<file path="src/rtl/cke_pd_pkg.sv">
package cke_pd_pkg;

    localparam logic [2:0] OP_NOP  = 3'd0;
    localparam logic [2:0] OP_ACT  = 3'd1;
    localparam logic [2:0] OP_RD   = 3'd2;
    localparam logic [2:0] OP_WR   = 3'd3;
    localparam logic [2:0] OP_PRE  = 3'd4;
    localparam logic [2:0] OP_PREA = 3'd5;

    typedef enum logic [2:0] {
        ST_IDLE     = 3'd0,
        ST_ENTER    = 3'd1,
        ST_PD_PRE   = 3'd2,
        ST_PD_ACT   = 3'd3,
        ST_EXIT_NOP = 3'd4,
        ST_READY    = 3'd5
    } pd_state_t;

endpackage

</file>
<file path="src/rtl/cke_access_guard.sv">
// Counts down the longest outstanding access window (read postamble or
// write recovery); busy while any window is still open.
module cke_access_guard #(
    parameter int RD_HOLD = 3,
    parameter int WR_HOLD = 5
) (
    input  logic clk,
    input  logic rst_n,
    input  logic rd_fire,
    input  logic wr_fire,
    output logic busy
);
    localparam int MAX_HOLD = (RD_HOLD > WR_HOLD) ? RD_HOLD : WR_HOLD;
    localparam int CNT_W    = $clog2(MAX_HOLD + 1);
    localparam logic [CNT_W-1:0] RD_L = CNT_W'(RD_HOLD);
    localparam logic [CNT_W-1:0] WR_L = CNT_W'(WR_HOLD);

    logic [CNT_W-1:0] cnt_q;
    logic [CNT_W-1:0] cnt_d;

    always_comb begin
        cnt_d = (cnt_q != '0) ? cnt_q - 1'b1 : '0;
        if (rd_fire && (RD_L > cnt_d)) cnt_d = RD_L;
        if (wr_fire && (WR_L > cnt_d)) cnt_d = WR_L;
    end

    always_ff @(posedge clk) begin
        if (!rst_n) cnt_q <= '0;
        else        cnt_q <= cnt_d;
    end

    assign busy = (cnt_q != '0);
endmodule

</file>
<file path="src/rtl/cke_bank_tracker.sv">
// One open-row bit per bank; reports whether any row is open.
module cke_bank_tracker #(
    parameter int NUM_BANKS = 4,
    parameter int BANK_W    = $clog2(NUM_BANKS)
) (
    input  logic              clk,
    input  logic              rst_n,
    input  logic              act_fire,
    input  logic              pre_fire,
    input  logic              prea_fire,
    input  logic [BANK_W-1:0] bank,
    output logic              any_open
);
    logic [NUM_BANKS-1:0] open_q;

    for (genvar b = 0; b < NUM_BANKS; b++) begin : g_bank
        logic hit;
        assign hit = (bank == BANK_W'(b));
        always_ff @(posedge clk) begin
            if (!rst_n)
                open_q[b] <= 1'b0;
            else if (prea_fire || (pre_fire && hit))
                open_q[b] <= 1'b0;
            else if (act_fire && hit)
                open_q[b] <= 1'b1;
        end
    end

    assign any_open = |open_q;
endmodule

</file>
<file path="src/rtl/cke_pd_fsm.sv">
module cke_pd_fsm
    import cke_pd_pkg::*;
(
    input  logic clk,
    input  logic rst_n,
    input  logic pd_req,
    input  logic refresh_due,
    input  logic busy,
    input  logic cmd_fire,
    input  logic any_open,
    output logic cke,
    output logic force_nop,
    output logic cmd_ready,
    output logic pd_pre,
    output logic pd_act
);
    pd_state_t state_q;
    pd_state_t state_d;
    logic      may_enter;

    assign may_enter = pd_req && !refresh_due && !busy && !cmd_fire;

    always_comb begin
        state_d = state_q;
        unique case (state_q)
            ST_IDLE:     if (may_enter) state_d = ST_ENTER;
            ST_ENTER:    state_d = any_open ? ST_PD_ACT : ST_PD_PRE;
            ST_PD_PRE,
            ST_PD_ACT:   if (!pd_req || refresh_due) state_d = ST_EXIT_NOP;
            ST_EXIT_NOP: state_d = ST_READY;
            ST_READY:    state_d = may_enter ? ST_ENTER : ST_IDLE;
            default:     state_d = ST_IDLE;
        endcase
    end

    always_ff @(posedge clk) begin
        if (!rst_n) state_q <= ST_IDLE;
        else        state_q <= state_d;
    end

    always_comb begin
        cke       = 1'b1;
        force_nop = 1'b0;
        cmd_ready = 1'b0;
        pd_pre    = 1'b0;
        pd_act    = 1'b0;
        unique case (state_q)
            ST_IDLE,
            ST_READY:    cmd_ready = 1'b1;
            ST_ENTER:    cke = 1'b0;
            ST_PD_PRE: begin
                cke    = 1'b0;
                pd_pre = 1'b1;
            end
            ST_PD_ACT: begin
                cke    = 1'b0;
                pd_act = 1'b1;
            end
            ST_EXIT_NOP: force_nop = 1'b1;
            default:     cmd_ready = 1'b0;
        endcase
    end
endmodule

</file>
<file path="src/rtl/ddr_cke_pd_seq.sv">
module ddr_cke_pd_seq
    import cke_pd_pkg::*;
#(
    parameter int NUM_BANKS = 4,
    parameter int RD_HOLD   = 3,
    parameter int WR_HOLD   = 5,
    parameter int BANK_W    = $clog2(NUM_BANKS)
) (
    input  logic              clk,
    input  logic              rst_n,
    input  logic              cmd_valid,
    input  logic [2:0]        cmd_code,
    input  logic [BANK_W-1:0] cmd_bank,
    input  logic              pd_req,
    input  logic              refresh_due,
    output logic              cke,
    output logic              force_nop,
    output logic              cmd_ready,
    output logic              pd_precharge,
    output logic              pd_active
);
    logic cmd_fire;
    logic acc_busy;
    logic any_open;

    assign cmd_fire = cmd_valid && cmd_ready;

    cke_access_guard #(
        .RD_HOLD (RD_HOLD),
        .WR_HOLD (WR_HOLD)
    ) u_guard (
        .clk     (clk),
        .rst_n   (rst_n),
        .rd_fire (cmd_fire && (cmd_code == OP_RD)),
        .wr_fire (cmd_fire && (cmd_code == OP_WR)),
        .busy    (acc_busy)
    );

    cke_bank_tracker #(
        .NUM_BANKS (NUM_BANKS),
        .BANK_W    (BANK_W)
    ) u_banks (
        .clk       (clk),
        .rst_n     (rst_n),
        .act_fire  (cmd_fire && (cmd_code == OP_ACT)),
        .pre_fire  (cmd_fire && (cmd_code == OP_PRE)),
        .prea_fire (cmd_fire && (cmd_code == OP_PREA)),
        .bank      (cmd_bank),
        .any_open  (any_open)
    );

    cke_pd_fsm u_fsm (
        .clk         (clk),
        .rst_n       (rst_n),
        .pd_req      (pd_req),
        .refresh_due (refresh_due),
        .busy        (acc_busy),
        .cmd_fire    (cmd_fire),
        .any_open    (any_open),
        .cke         (cke),
        .force_nop   (force_nop),
        .cmd_ready   (cmd_ready),
        .pd_pre      (pd_precharge),
        .pd_act      (pd_active)
    );
endmodule

</file>
<file path="config.mk">
export PLATFORM = sky130hd
export DESIGN_NAME = ddr_cke_pd_seq
export DESIGN_NICKNAME = d
export VERILOG_FILES = /design/src/rtl/cke_pd_pkg.sv /design/src/rtl/cke_access_guard.sv /design/src/rtl/cke_bank_tracker.sv /design/src/rtl/cke_pd_fsm.sv /design/src/rtl/ddr_cke_pd_seq.sv
export SDC_FILE = /design/constraint.sdc
export NUM_CORES = 1
export LEC_CHECK = 0
export ABC_AREA = 0
export BUFFER_PORTS_ARGS = -buffer_cell sky130_fd_sc_hd__buf_4
export CAP_MARGIN = 30
export CORE_AREA = 5 5 42 44
export CTS_CLUSTER_DIAMETER = 50
export DETAILED_ROUTE_END_ITERATION = 7
export DIE_AREA = 0 0 47 49
export GPL_TIMING_DRIVEN = 1
export MAX_ROUTING_LAYER = met4
export PLACE_DENSITY = 0.71
export REMOVE_ABC_BUFFERS = 1
export SKIP_CTS_REPAIR_TIMING = 1
export SLEW_MARGIN = 25
export SYNTH_ARGS = -nofsm -noshare
export SYNTH_HDL_FRONTEND = slang
export SYNTH_SLANG_ARGS = --single-unit
</file>
<file path="constraint.sdc">
create_clock -name clk -period 2.3 [get_ports clk]
set_input_delay 0.69 -clock clk [delete_from_list [all_inputs] [get_ports clk]]
set_output_delay 0.69 -clock clk [all_outputs]
set_load 0.02 [all_outputs]
</file>
==> reports/summary.md, run 1 <==
- outcome: finished clean
- overall overflow remaining after global route: 0
- sinks on the clock net: 10
- effective utilization at floorplan: 44.3%
- initial detailed-routing violation count: 14
- placement row count: 14
- proportion of layout cells with a drive suffix above 1: 25.6%
- unique cell type count in the Yosys netlist: 34
- final wirelength: 1.29 mm
- initial antenna violation count: 0
- clock tree from TritonCTS: yes
- number of enable-type register cells in the synthesized netlist: 0
- share of async-settable or async-resettable flops after synthesis: 0%
- critical register-to-register path endpoint: u_banks.open_q[0]$_SDFFE_PP0P_
- buffers added on ports: 14
- ANT nets after route: 0
- number of vias per cell: 5.76
- count of final max-slew check failures: 0
- Horiz. Die Dim: 47 µm
- number of global-route vias before repair: 519
- unrepaired setup endpoints after global routing: false
- gate count after technology mapping: 72
- Hold Path Class: flop to flop
- switching power: 0.0944 mW
- worst slack at placement: 587 ps
- Multi-input gate area: 385 µm²
- last weighted congestion value of the routability-driven placer: 0.824
- summed instance area of the synthesized netlist: 621 µm²
- class of the most critical setup path: flop to output pin
- Total Neg Setup Slack: 0 ps
- cell count after placement: 99
- required time at the worst-slack endpoint: 1610 ps
- placed cell areas: 726 µm²
- later-pin clock latency in the skew report: 250 ps
- post-route design area: 748 µm²
- relative contribution of the clock network to total power: 30.3%
- area of the die: 2300 µm²
- power per standard cell area: 490 nW/µm²
- source of the worst register-to-register timing path: u_fsm.state_q[0]$_SDFFE_PN0P_
- hold slack final: 487 ps
- Post-Synthesis Mean Instance Area: 8.62 µm²
- depth of the worst register-to-register path: 4
- via count: 588
- detailed placer's ending HPWL: 1.01 mm
- number of design rule violations left after detail routing: 0
- maximum operating frequency: 505 MHz
- count of warnings emitted by yosys: 0
- combined flip-flop and latch cell area: 200 µm²
- kind of launch point of the worst setup path: flop
- Primary FF master, synth: sky130_fd_sc_hd__dfxtp_1
- maximum buffer depth of the clock tree: 2
- final count of negative-setup-slack endpoints: 0
- register area share after synthesis: 32.3%
- Pre-antenna DRT Iters: 4
- final layout net count: 98
- switch share: 25.8%
- wire length per cell: 12.7 µm
- arrival time of the worst setup path: 1290 ps
- sequential cell fraction of total power: 50.9%
- worst relative slew slack: 78.1%
- number of hold violations in the final report: 0
- cell depth of the worst hold path: 2
- relative contribution of combinational cells to total power: 18.9%
- time the worst path needs with I/O delays and setup: 1980 ps
- Tightest Pin Transition: 328 ps
- pin count of the biggest net entering global routing: 16
- CP Capture Type: output pin
- Non-Filler Instances: 102
- wire length of the first global-routing pass: 2.11 mm
- worst hold endpoint: u_banks.open_q[2]$_SDFFE_PP0P_
- P_int: 0.272 mW
- core footprint: 1400 µm²
- worst supply voltage drop on vdd: 245 µV
- number of diodes added for antenna fixing: 0
- vertical extent of the die: 49 µm
- static leakage power: 0.309 nW
- area delta synth->final: 20.6%
- max-cap check violation count: 0
- largest fanout of any net on the critical path: 9
- number of inserted filler cells in the final layout: 154
- depth of the CTS H-tree: 1
- final clock skew: 0.221 ps
- All-Layer GR Usage: 12.9%
- Inserted Clock Buffers: 3
- Clock Pin Slew Worst Setup and Hold Paths: 60 ps
- final critical-path setup slack: 319 ps
- Root Driver: sky130_fd_sc_hd__clkbuf_4
- startpoint of the tightest hold check path: u_banks.open_q[2]$_SDFFE_PP0P_
- final critical-path share of the clock period: 86.1%
- internal reg-to-reg setup slack: 760 ps
- post-synthesis sequential element count: 10
- I/O pin total: 15
-- worst max-delay path, cell delays in order (launching register included) --
cell                      delay (ps)
sky130_fd_sc_hd__dfxtp_1         510
sky130_fd_sc_hd__xor2_2          290
sky130_fd_sc_hd__nor2_1           70
sky130_fd_sc_hd__buf_4           160
-- cells in the final DEF (no fill, tap or decap), types with 2 or more instances in the layout --
master	n
sky130_fd_sc_hd__inv_1	4
sky130_fd_sc_hd__o21ai_0	7
sky130_fd_sc_hd__o31ai_1	4
sky130_fd_sc_hd__a21oi_1	4
sky130_fd_sc_hd__nand2b_1	3
sky130_fd_sc_hd__nor3b_1	2
sky130_fd_sc_hd__nand4_1	4
sky130_fd_sc_hd__dfxtp_1	10
sky130_fd_sc_hd__nor2_1	6
sky130_fd_sc_hd__nor2b_1	3
sky130_fd_sc_hd__clkbuf_4	3
sky130_fd_sc_hd__nand2_1	2
sky130_fd_sc_hd__buf_4	14
-- Yosys cell counts, drive strengths merged, types with 2 or more instances --
cell type / n / area share [%]
nor2b: 3 / 3.0
nand2: 2 / 1.2
o21ai: 7 / 5.6
a21oi: 5 / 4.6
o31ai: 4 / 4.8
buf: 2 / 2.6
dfxtp: 10 / 32
nor2: 6 / 3.6
nand2b: 3 / 3.0
inv: 4 / 2.4
nand4: 4 / 4.0
nor3b: 2 / 2.4
-- power by group through the flow --
| stage | sequential [mW] | clock [mW] | combinational [mW] |
|---|---|---|---|
| 2_1_floorplan | 0.188 | 0 | 0.0390 |
| 3_3_place_gp | 0.190 | 0 | 0.0688 |
| 3_5_place_dp | 0.190 | 0 | 0.0694 |
| 4_1_cts | 0.186 | 0.116 | 0.0695 |
| 5_1_grt | 0.187 | 0.128 | 0.0762 |
| 6_report | 0.186 | 0.111 | 0.0691 |
-- flip-flops by register name (all words and copies together), names as in the netlist --
| signal | count |
|---|---|
| u_banks.open_q | 4 |
| u_guard.cnt_q | 3 |
| u_fsm.state_q | 3 |
-- logic make-up (layout without fill, tap and decap cells) --
kind of cell    count (synthesis)  in the layout  synth area share [%]
buf+inv                         7             21                  5.64
flops                          10             10                  32.3
compound gates                 25             25                  28.0
simple gates                   28             28                  29.8
xor+xnor                        1              1                  2.62
mux                             1              1                  1.61
-- cell type report --
| class | instances | share of cell area, % |
|---|---|---|
| multi-input cells | 55 | 51.5 |
| repair buffers | 14 | 14.0 |
| clock buffers | 3 | 3.01 |
| well taps | 16 | 2.68 |
| inverters | 4 | 2.01 |
| flip-flops and latches | 10 | 26.8 |
-- layer usage --
layer  vias to the layer above  part of all wire [%]  track usage, %
met1                       270                    45            15.6
met2                        18                    48            19.0
met5                         -                     0               -
met4                         0                   2.1            8.29
met3                         2                   5.1            2.21
li1                        298                     -               -
-- how the worst max path moves through the flow --
| stage | startpoint | depth (start not counted) | endpoint | slack, ps |
|---|---|---|---|---|
| after floorplan | u_fsm.state_q[2]$_SDFFE_PN0P_ | 1 | force_nop | 570 |
| after global placement | u_fsm.state_q[0]$_SDFFE_PN0P_ | 3 | cmd_ready | 590 |
| after detailed placement | u_fsm.state_q[0]$_SDFFE_PN0P_ | 3 | cmd_ready | 590 |
| after CTS | u_fsm.state_q[0]$_SDFFE_PN0P_ | 3 | cmd_ready | 310 |
| after global routing | u_fsm.state_q[0]$_SDFFE_PN0P_ | 3 | cmd_ready | 220 |
| final | u_fsm.state_q[0]$_SDFFE_PN0P_ | 3 | cmd_ready | 320 |
-- through the flow --
step | util, % | power (mW)
6_report | 53.4 | 0.366
4_1_cts | 53.4 | 0.371
2_1_floorplan | - | 0.227
3_5_place_dp | 51.8 | 0.259
3_3_place_gp | 51.8 | 0.259
5_1_grt | 53.4 | 0.391
Power figures use the tool's default switching activity.
==> run 2: changes to the inputs <==
--- a/config.mk
+++ b/config.mk
@@ -8,13 +8,15 @@
 export ABC_AREA = 0
 export BUFFER_PORTS_ARGS = -buffer_cell sky130_fd_sc_hd__buf_4
 export CAP_MARGIN = 30
-export CORE_AREA = 5 5 42 44
+export CELL_PAD_IN_SITES_DETAIL_PLACEMENT = 1
+export CELL_PAD_IN_SITES_GLOBAL_PLACEMENT = 2
+export CORE_MARGIN = 5
+export CORE_UTILIZATION = 31
 export CTS_CLUSTER_DIAMETER = 50
 export DETAILED_ROUTE_END_ITERATION = 7
-export DIE_AREA = 0 0 47 49
 export GPL_TIMING_DRIVEN = 1
 export MAX_ROUTING_LAYER = met4
-export PLACE_DENSITY = 0.71
+export PLACE_DENSITY_LB_ADDON = 0.1
 export REMOVE_ABC_BUFFERS = 1
 export SKIP_CTS_REPAIR_TIMING = 1
 export SLEW_MARGIN = 25
==> run 2 against run 1 <==
Against the previous run:
- fmax is 0.78% lower
- cell area is 3.7% higher
- count of clock-buffer cells in the layout is 1 higher
- non-clock buffer count stayed put
- sequential power hardly changed
- critical path type unchanged
- utilization is 13 points lower
- sequential share of layout area is 0.95 points lower
- largest cell class unchanged
==> reports/summary.md, run 2 (synthesis results as in run 1) <==
- power per standard cell area: 536 nW/µm²
- Root Driver: sky130_fd_sc_hd__clkbuf_4
- via count: 572
- largest fanout of any net on the critical path: 9
- clock tree from TritonCTS: yes
- switch share: 25.9%
- max-cap check violation count: 0
- maximum buffer depth of the clock tree: 2
- number of global-route vias before repair: 604
- outcome: finished clean
- worst relative slew slack: 77.5%
- registers with the most flip-flops: u_banks.open_q x4, u_fsm.state_q x3, u_guard.cnt_q x3
- time the worst path needs with I/O delays and setup: 2000 ps
- count of final max-slew check failures: 0
- buffers added on ports: 14
- initial antenna violation count: 0
- Clock Pin Slew Worst Setup and Hold Paths: 70 ps
- maximum operating frequency: 501 MHz
- All-Layer GR Usage: 13.1%
- Hold Path Class: flop to flop
- critical path's slowest cell: sky130_fd_sc_hd__dfxtp_1
- pin count of the biggest net entering global routing: 16
- switching power: 0.108 mW
- delay of the slowest cell on the worst path: 520 ps
- kind of launch point of the worst setup path: flop
- depth of the CTS H-tree: 1
- vertical extent of the die: 54.7 µm
- Inserted Clock Buffers: 3
- static leakage power: 0.316 nW
- Horiz. Die Dim: 54.7 µm
- required time at the worst-slack endpoint: 1610 ps
- number of design rule violations left after detail routing: 0
- later-pin clock latency in the skew report: 260 ps
- CP Capture Type: output pin
- initial detailed-routing violation count: 8
- final critical-path share of the clock period: 86.8%
- relative contribution of the clock network to total power: 38.3%
- last weighted congestion value of the routability-driven placer: 0.800
- area of the die: 3000 µm²
- wire length of the first global-routing pass: 2.71 mm
- number of vias per cell: 5.02
- number of inserted filler cells in the final layout: 250
- final wirelength: 1.50 mm
- Tightest Pin Transition: 337 ps
- sequential cell fraction of total power: 44.9%
- I/O pin total: 15
- final layout net count: 98
- most frequent standard cell in the layout excluding fill and tap cells: sky130_fd_sc_hd__buf_4
- wire length per cell: 13.2 µm
- arrival time of the worst setup path: 1310 ps
- worst supply voltage drop on vdd: 283 µV
- core footprint: 1940 µm²
- class of the most critical setup path: flop to output pin
- area delta synth->final: 25.0%
- number of hold violations in the final report: 0
- effective utilization at floorplan: 32.0%
- cell-by-cell trace of the critical path: xor2_2, nor2_1, buf_4
- sinks on the clock net: 10
- final count of negative-setup-slack endpoints: 0
- overall overflow remaining after global route: 0
- unrepaired setup endpoints after global routing: false
- detailed placer's ending HPWL: 1.14 mm
- flip-flop count of the largest register after layout: 4
- final clock skew: 2.20 ps
- number of diodes added for antenna fixing: 0
- leading cell types in the layout, fill and taps excluded: 14 x sky130_fd_sc_hd__buf_4, 10 x sky130_fd_sc_hd__dfxtp_1, 7 x sky130_fd_sc_hd__o21ai_0
- post-route design area: 776 µm²
- placement row count: 16
- proportion of layout cells with a drive suffix above 1: 26.4%
- P_int: 0.308 mW
- Total Neg Setup Slack: 0 ps
- ANT nets after route: 0
- placed cell areas: 739 µm²
- relative contribution of combinational cells to total power: 16.8%
- register bank with the most flops: u_banks.open_q
- Pre-antenna DRT Iters: 4
run 2: cell count changes in the layout (fill, tap and decap cells not counted):
| cell | previous run | this run |
|---|---|---|
| sky130_fd_sc_hd__clkbuf_8 | 0 | 1 |
run 2: path summary, 6_finish.rpt:
kind	end	start	slack, ps	cells past startpoint
worst max-delay path	cmd_ready	u_fsm.state_q[0]$_SDFFE_PN0P_	300	3
worst min-delay path	u_banks.open_q[2]$_SDFFE_PP0P_	u_banks.open_q[2]$_SDFFE_PP0P_	480	2
worst max register to register	u_guard.cnt_q[1]$_SDFF_PP0_	u_fsm.state_q[0]$_SDFFE_PN0P_	760	4
worst min register to register	u_banks.open_q[2]$_SDFFE_PP0P_	u_banks.open_q[2]$_SDFFE_PP0P_	480	2
run 2: per-stage QoR:
| step | total power, mW | cells | setup WS (ps) | utilization (%) | hold slack [ps] |
|---|---|---|---|---|---|
| after floorplan | 0.227 | 69 | 567 | - | 440 |
| after detailed placement | 0.261 | 110 | 567 | 38.1 | 475 |
| after global placement | 0.261 | 110 | 587 | 38.1 | 469 |
| after global routing | 0.440 | 114 | 191 | 39.9 | 518 |
| final | 0.416 | 114 | 304 | 39.9 | 483 |
| after CTS | 0.423 | 114 | 270 | 39.9 | 489 |
run 2: layer usage:
| layer | share of wire, % | vias to the layer above | GRT usage (%) | wire (µm) |
|---|---|---|---|---|
| met3 | 3.6 | 2 | 4.90 | 54 |
| met5 | 0 | - | - | 0 |
| li1 | - | 298 | - | - |
| met4 | 1.3 | 0 | 4.98 | 19 |
| met2 | 50 | 7 | 20.9 | 747 |
| met1 | 45 | 265 | 14.8 | 681 |
run 2: critical path, delay by kind of cell, from the launching register on:
| kind | cells | cell delay, ps |
|---|---|---|
| DFF | 1 | 520 |
| and+or+nand+nor | 1 | 70 |
| buffers and inverters | 1 | 160 |
| xor gates and xnor gates | 1 | 290 |
run 2: power groups by stage:
stage / Combinational, mW / Clock (mW) / Sequential [mW]
finish: 0.0699 / 0.159 / 0.186
global route: 0.0781 / 0.174 / 0.188
CTS: 0.0707 / 0.165 / 0.187
detailed placement: 0.0704 / 0 / 0.191
global placement: 0.0703 / 0 / 0.191
floorplan: 0.0390 / 0 / 0.188
run 2: cell type report:
type                            count  area [µm²]  area share (%)
Multi-Input combinational cell     55         385            49.7
Sequential cell                    10         200            25.8
Timing Repair Buffer               14         105            13.5
Clock buffer                        4        36.3            4.68
Tap cell                           27        33.8            4.35
Inverter                            4        15.0            1.94
